**config.mk**
```make
export PLATFORM = sky130hd
export DESIGN_NAME = modem_line_unit
export DESIGN_NICKNAME = d
export VERILOG_FILES = /design/src/rtl/mdm_pkg.sv /design/src/rtl/mdm_sync.sv /design/src/rtl/mdm_delta.sv /design/src/rtl/modem_line_unit.sv
export SDC_FILE = /design/constraint.sdc
export NUM_CORES = 1
export LEC_CHECK = 0
export ABC_AREA = 1
export BUFFER_PORTS_ARGS = -buffer_cell sky130_fd_sc_hd__buf_2
export CELL_PAD_IN_SITES_DETAIL_PLACEMENT = 1
export CELL_PAD_IN_SITES_GLOBAL_PLACEMENT = 1
export CORE_AREA = 2 2 78 43
export CTS_CLUSTER_DIAMETER = 150
export CTS_CLUSTER_SIZE = 24
export DETAILED_ROUTE_END_ITERATION = 8
export DIE_AREA = 0 0 80 45
export GPL_TIMING_DRIVEN = 1
export PLACE_DENSITY = 0.7
export RECOVER_POWER = 50
export SETUP_SLACK_MARGIN = 0.4
export SLEW_MARGIN = 20
export SYNTH_ARGS = -nofsm -noshare
export SYNTH_HDL_FRONTEND = slang
export SYNTH_HIERARCHICAL = 1
export SYNTH_SLANG_ARGS = --single-unit
```
**constraint.sdc**
```tcl
create_clock -name clk -period 1 [get_ports clk]
set_clock_uncertainty 0.1 [all_clocks]
set_input_delay 0.05 -clock clk [delete_from_list [all_inputs] [get_ports clk]]
set_output_delay 0.05 -clock clk [all_outputs]
set_load 0.02 [all_outputs]
```
**src/rtl/mdm_pkg.sv**
```systemverilog
package mdm_pkg;
   localparam int DATA_W   = 8;
   localparam int NLINES   = 4;
   localparam int CTRL_W   = 5;
   // line order: matches status levels (bits 4..7) and flags (bits 0..3)
   localparam int L_CTS    = 0;
   localparam int L_DSR    = 1;
   localparam int L_RING   = 2;
   localparam int L_DCD    = 3;
   // control register bit positions
   localparam int C_DTR    = 0;
   localparam int C_RTS    = 1;
   localparam int C_AUX1   = 2;
   localparam int C_AUX2   = 3;
   localparam int C_LOOP   = 4;
   // lines whose flag fires only on a falling status level
   localparam logic [NLINES-1:0] TRAIL_ONLY = 4'b0100;
endpackage

```
**src/rtl/mdm_sync.sv**
```systemverilog
module mdm_sync #(
   parameter int          WIDTH     = 4,
   parameter int          STAGES    = 2,
   parameter logic        RESET_VAL = 1'b1
) (
   input  logic             clk,
   input  logic             rst_n,
   input  logic [WIDTH-1:0] d,
   output logic [WIDTH-1:0] q
);
   generate
      if (STAGES < 2) begin : g_bad_stages
         $error("mdm_sync: STAGES must be at least 2");
      end
      if (WIDTH < 1) begin : g_bad_width
         $error("mdm_sync: WIDTH must be positive");
      end
   endgenerate

   logic [WIDTH-1:0] stg [STAGES];

   always_ff @(posedge clk or negedge rst_n) begin
      if (!rst_n) begin
         for (int k = 0; k < STAGES; k++) stg[k] <= {WIDTH{RESET_VAL}};
      end else begin
         stg[0] <= d;
         for (int k = 1; k < STAGES; k++) stg[k] <= stg[k-1];
      end
   end

   assign q = stg[STAGES-1];
endmodule

```
**src/rtl/mdm_delta.sv**
```systemverilog
module mdm_delta #(
   parameter int                WIDTH = 4,
   parameter logic [WIDTH-1:0]  TRAIL = '0
) (
   input  logic             clk,
   input  logic             rst_n,
   input  logic [WIDTH-1:0] lvl,
   input  logic             clr,
   output logic [WIDTH-1:0] flags
);
   logic [WIDTH-1:0] prev;
   logic [WIDTH-1:0] evt;

   genvar i;
   generate
      for (i = 0; i < WIDTH; i++) begin : g_line
         if (TRAIL[i]) begin : g_trail
            assign evt[i] = prev[i] & ~lvl[i];
         end else begin : g_any
            assign evt[i] = prev[i] ^ lvl[i];
         end
      end
   endgenerate

   always_ff @(posedge clk or negedge rst_n) begin
      if (!rst_n) begin
         prev  <= '0;
         flags <= '0;
      end else begin
         prev  <= lvl;
         flags <= (flags & ~{WIDTH{clr}}) | evt;
      end
   end

   // a read with no concurrent event leaves every flag clear
   p_read_clears_r10: assert property (@(posedge clk) disable iff (!rst_n)
      (clr && (evt == '0)) |=> (flags == '0));
   // a concurrent event is never lost to the read
   p_event_survives_r10: assert property (@(posedge clk) disable iff (!rst_n)
      (evt != '0) |=> ((flags & $past(evt)) == $past(evt)));
endmodule

```
**src/rtl/modem_line_unit.sv**
```systemverilog
module modem_line_unit
   import mdm_pkg::*;
#(
   parameter int SYNC_STAGES = 2
) (
   input  logic              clk,
   input  logic              rst_n,
   input  logic              mcr_wr,
   input  logic [DATA_W-1:0] wr_data,
   input  logic              msr_rd,
   input  logic              irq_en,
   input  logic              cts_n,
   input  logic              dsr_n,
   input  logic              ring_n,
   input  logic              dcd_n,
   output logic [DATA_W-1:0] mcr_q,
   output logic [DATA_W-1:0] msr_q,
   output logic              rts_n,
   output logic              dtr_n,
   output logic              irq
);
   localparam int PAD_W = DATA_W - CTRL_W;

   generate
      if (DATA_W != 2 * NLINES) begin : g_bad_layout
         $error("modem_line_unit: status layout needs DATA_W == 2*NLINES");
      end
   endgenerate

   logic [CTRL_W-1:0] ctrl;
   logic [NLINES-1:0] pins_n, pins_s, lvl, loop_lvl, flags;
   logic              loop_on;

   always_ff @(posedge clk or negedge rst_n) begin
      if (!rst_n)      ctrl <= '0;
      else if (mcr_wr) ctrl <= wr_data[CTRL_W-1:0];
   end

   assign loop_on = ctrl[C_LOOP];

   always_comb begin
      pins_n         = '0;
      pins_n[L_CTS]  = cts_n;
      pins_n[L_DSR]  = dsr_n;
      pins_n[L_RING] = ring_n;
      pins_n[L_DCD]  = dcd_n;
      loop_lvl         = '0;
      loop_lvl[L_CTS]  = ctrl[C_RTS];
      loop_lvl[L_DSR]  = ctrl[C_DTR];
      loop_lvl[L_RING] = ctrl[C_AUX1];
      loop_lvl[L_DCD]  = ctrl[C_AUX2];
   end

   mdm_sync #(.WIDTH(NLINES), .STAGES(SYNC_STAGES), .RESET_VAL(1'b1)) u_sync (
      .clk   (clk),
      .rst_n (rst_n),
      .d     (pins_n),
      .q     (pins_s)
   );

   assign lvl = loop_on ? loop_lvl : ~pins_s;

   mdm_delta #(.WIDTH(NLINES), .TRAIL(TRAIL_ONLY)) u_delta (
      .clk   (clk),
      .rst_n (rst_n),
      .lvl   (lvl),
      .clr   (msr_rd),
      .flags (flags)
   );

   assign msr_q = {lvl, flags};
   assign mcr_q = {{PAD_W{1'b0}}, ctrl};
   assign rts_n = ~(ctrl[C_RTS] & ~loop_on);
   assign dtr_n = ~(ctrl[C_DTR] & ~loop_on);
   assign irq   = irq_en & (|flags);

   // loop mode keeps both line outputs idle
   p_loop_idle_r6: assert property (@(posedge clk) disable iff (!rst_n)
      loop_on |-> (rts_n && dtr_n));
   // a non-loop write drives rts_n from bit 1 on the next cycle
   p_rts_follows_r4: assert property (@(posedge clk) disable iff (!rst_n)
      (mcr_wr && !wr_data[C_LOOP]) |=> (rts_n == !$past(wr_data[C_RTS])));
   // a falling ring level sets the trailing-edge flag
   p_ring_trail_r2: assert property (@(posedge clk) disable iff (!rst_n)
      $fell(lvl[L_RING]) |=> msr_q[L_RING]);
   // an enabled ring trailing edge raises the request
   p_irq_ring_r3: assert property (@(posedge clk) disable iff (!rst_n)
      (irq_en && $fell(lvl[L_RING])) |=> (irq || !irq_en));
endmodule

```
After elaboration in Yosys (flattened, before gate mapping). Cells that the tools add are included.

Equality and inequality tests: 0. Muxes and demuxes: 1. Bitwise gates (word level): 15. $add $sub $neg: 0. Reduce and logical (&&, ||, !) cells: 1. $mul: 0. Divide/modulo/power cells: 0. $lt $le $gt $ge: 0. Shifts and indexed selects: 0.

Operators by type and width (number): $not A4 Y4 (2); $and A1 B1 Y1 (4); $and A4 B4 Y4 (1); $mux W4 (1); $not A1 Y1 (4); $or A4 B4 Y4 (1); $reduce_or A4 Y1 (1); $xor A1 B1 Y1 (3).

Input bits: 17. Memory bits (writable): 0. Flip-flop bits (word level): 21. Latch bits: 0. Memories: 0. Memory bits (read-only): 0.

Depth between registers and ports, before layout.
Depth in word-level cells: 5. Depth in mapped cells: 6. Mapped depth without buffers: 5.

Hierarchy. The synthesis kept the hierarchy.

By module, submodules not included: modem_line_unit (seq. area each 125.1 um2, instances 1, area each 299.0 um2, cells an instance 40); mdm_delta (seq. area each 200.2 um2, instances 1, area each 291.5 um2, cells an instance 30); mdm_sync (seq. area each 210.2 um2, instances 1, area each 240.2 um2, cells an instance 12).

Worst setup path after synthesis. Ideal clock, no wire load.

Kind: reg-to-reg. Start: register ctrl[4]. End: register u_delta.flags[0]. Path buffers: 1. Data required time: 775 ps. Arrival: 1239 ps. Period minus slack after synthesis: 1464 ps. Slack: -464 ps. Stages on the path, launching flop included: 6. Cell sequence: dfrtp_1 > buf_6 > o21ai_1 > inv_1 > nand2_1 > nand3_1.

Cells in the longest elaborated chain, start to end: 3.

RTL lines: from (decl) (RTL line modem_line_unit.sv:30) `logic [CTRL_W-1:0] ctrl;`; from (signal assigned) (RTL line modem_line_unit.sv:36) `else if (mcr_wr) ctrl <= wr_data[CTRL_W-1:0];`; $mux W4 (RTL line modem_line_unit.sv:61) `assign lvl = loop_on ? loop_lvl : ~pins_s;`; net msr_q[4] (RTL line modem_line_unit.sv:17) `output logic [DATA_W-1:0] msr_q,`; $xor A1 B1 Y1 (RTL line mdm_delta.sv:20) `assign evt[i] = prev[i] ^ lvl[i];`; $or A4 B4 Y4 (RTL line mdm_delta.sv:31) `flags <= (flags & ~{WIDTH{clr}}) | evt;`; to (signal assigned) (RTL line mdm_delta.sv:31); to (decl) (RTL line mdm_delta.sv:9) `output logic [WIDTH-1:0] flags`.

The timed path passes the listed nets, and every way through them passes these cells. A chain may end at the register's enable or synchronous reset.

Worst setup path in the final report.
Start: register ctrl[4]. End: output port msr_q[5].

Cells in the longest elaborated chain, start to end: 1.

RTL lines (RTL line): $mux W4 (modem_line_unit.sv:61); to (decl) (modem_line_unit.sv:17).

No other way between the ends.

==> run_results.csv <==
group,metric,value,unit
setup_path,cp.required,0.85,ns
timing,max_slew.worst_pin.slew,1.07,ns
yosys,synth_warnings,6,
setup_path,cp_top_family,"flip-flops",
final_layout,drive_gt1_share,65.6,%
routing,ant_nets,0,
yosys,seq_area_frac_synth,64.5,%
floorplan,start_util,28.9,%
placement,gp_congestion,0.704,
final_layout,diodes,0,
final_layout,fin_area,1370,sq um
yosys,syn_inst,82,
setup_path,worst_ep_arrival_time,1.16,ns
routing,num_vias,676,
yosys,synth_top_area_share,39.2,%
floorplan,fp.dieW,80,microns
timing,rsz0062_at_grt,"true",
clock_tree,holdBufCountCts,4,
yosys,yosysUniqueCellTypes,13,
routing,remaining_drc_errors,0,
global_routing,overflow,0,
final_layout,mostFrequentLayoutCells,"22 x buf_6, 15 x nand2_1, 14 x buf_2, 9 x inv_1, 8 x dfstp_2",
timing,maxSlewHeadroom,28.5,%
placement,dp_slack,-0.177,ns
setup_path,worstReg2RegStart,"ctrl[4]$_DFFE_PN0P_",
clock_tree,cts_htree_levels,1,
timing,fin_crit_sh,131,%
setup_path,cp-start-kind,"flop",
timing,finalSetupViolCount,19,
global_routing,grt_util_all_layers,12.3,%
global_routing,grt.busiest_layer,"met2",
timing,tns,-3.00,ns
final_layout,register_area,543,sq um
clock_tree,worstSkewPairLatency,0.26,ns
outcome,violations,"hold timing, setup timing",
setup_path,max_stage_delay,0.41,ns
global_routing,grtUsageMet3,5.00,%
clock_tree,numCtsBuffers,3,
final_layout,areaGrowthSynthToFinish,64.8,%
global_routing,antenna_found_initial,0,
clock_tree,clockBufferDepth,2,
global_routing,grt_max_degree,22,
final_layout,layout_commonest_cell,"buf_6",
clock_tree,cts_tree,"yes",
floorplan,fp.dieH,45,microns
clock_tree,cts_root_buf,"clkbuf_8",
clock_tree,cts.sinks,21,
routing,first_pass_iters,2,
global_routing,grt_pass1_vias,698,
setup_path,reg2reg_depth,6,
timing,hold_viol,22,
setup_path,setup.worst_path.start,"ctrl[4]$_DFFE_PN0P_",
yosys,synth_top_area_cell,"dfrtp_1",
pwr,powerDensity,1650,nW/um^2
routing,drt-initial-drc-count,6,
floorplan,io_pins,36,
timing,finalHoldWorstSlack,-0.139,ns
hold_path,hold_path.class,"primary input to async pin",
yosys,ys_ff_latch,21,
routing,avgViaCountPerCell,4.10,
final_layout,fillers,338,
setup_path,crit_chain,"buf_4 > nand2_2 > o21ai_4 > buf_4",
yosys,syn-mean-instance-area,10.1,sq um
setup_path,crit_path_frequent_cell,"buf_4",
pwr,p_leak,0.663,nW
setup_path,crit_cells,4,
timing,slew_viol_final,0,
outcome,status,"finished, violations left",
pwr,ir_drop,0.000581,V
floorplan,coreArea,2870,sq um
setup_path,critPathMaxFanout,5,
floorplan,rows,14,
final_layout,multi_input_area,265,sq um
setup_path,cp_num_buf_inv,2,
run,cap_viol_max_count,0,
timing,layout_min_cycle_time,1.31,ns
placement,io_buffer_count,29,
global_routing,grt_pass1_wl,3210,microns
placement,dpl-instance-area,1040,sq um
floorplan,die_area,3600,sq um
yosys,netlist_area,831,sq um
clock_tree,path_clk_slew,0.08,ns
timing,fmax,766,MHz
yosys,synthTopCellsByArea,"dfrtp_1 39%, dfstp_2 25%, nand2_1 9.5%, buf_4 6.3%, inv_1 5.4%",
timing,fin_ws,-0.305,ns
setup_path,crit_path_top_delay_cell,"dfrtp_2",
global_routing,grtUsageMet1,13.9,%
setup_path,critPathKind,"flop to output pin",
routing,wl_per_cell,12.1,microns
routing,routed_wl,2000,microns
final_layout,nets,143,
global_routing,grtUsageMet2,21.7,%
setup_path,end_kind,"output pin",
==> layer usage <==
metal | vias up | wire length (microns)
met3 | 5 | 144
met5 | - | 0
met1 | 324 | 852
li1 | 320 | -
met4 | 0 | 23
met2 | 27 | 977
==> layout make-up <==
class / count / share of cell area, %
flip-flops and latches: 21 / 39.7
well taps: 40 / 3.66
repair buffers: 46 / 29.3
clock inverters: 1 / 0.548
inverters: 14 / 4.39
multi-input cells: 40 / 19.4
clock buffers: 3 / 3.02
==> through the flow <==
step	cells	hold slack, ns	total power (W)	utilization [%]
finish	165	-0.139	0.00226	47.6
global route	165	-0.102	0.00238	47.6
CTS	163	-0.355	0.00225	45.8
detailed placement	146	-0.0630	0.00145	36.1
global placement	146	-0.0781	0.00143	36.1
floorplan	84	-0.346	0.00131	-
==> registers in the layout (all words and copies together) (netlist names) <==
signal	count
u_sync/stg	4
u_sync/q	4
u_delta/prev	4
u_delta/flags	4
ctrl	5
==> cells by family (layout without fill, tap and decap cells) <==
kind of cell,Yosys count,in the layout,share of synthesized area [%]
simple gates,26,26,12.2
buf+inv,23,64,15.4
compound gates,11,11,7.53
other cells,1,3,0.451
flops,21,21,64.5
==> repair_timing <==
item | in CTS | in global routing
setup endpoints to repair | 33 | 34
buffers inserted | 9 | 2
hold endpoints to repair | 34 | 28
gates resized for setup | 41 | 13
pin swaps | 5 | 2
==> worst paths after layout <==
kind / to / slack, ns
setup / recovery: msr_q[5] / -0.31
hold / removal: u_delta/flags[2]$_DFF_PN0_ / -0.14
setup reg to reg: u_delta/flags[0]$_DFF_PN0_ / -0.26
hold reg to reg: u_sync/q[2]$_DFF_PN1_ / 0.26
max in group asynchronous: u_delta/flags[0]$_DFF_PN0_ / 0.22
min in group clk: ctrl[2]$_DFFE_PN0P_ / -0.11
==> synthesized netlist by cell type <==
| cell | n |
|---|---|
| nand3_1 | 3 |
| buf_4 | 7 |
| buf_6 | 2 |
| o21ai_1 | 8 |
| inv_2 | 2 |
| conb_1 | 1 |
| o21ai_2 | 2 |
| inv_1 | 12 |
| dfrtp_1 | 13 |
| nand2_1 | 21 |
| dfstp_2 | 8 |
| nor2_1 | 2 |
| a21oi_1 | 1 |
==> where the power goes <==
| group | leakage [nW] | switching [W] | internal (W) |
|---|---|---|---|
| Combinational | 0.409 | 0.000342 | 0.000349 |
| Clock | 0.0217 | 0.000274 | 0.000281 |
| Sequential | 0.232 | 0.0000661 | 0.000950 |
| Total | 0.663 | 0.000682 | 0.00158 |
No activity file was read; power rests on OpenSTA's default activity.
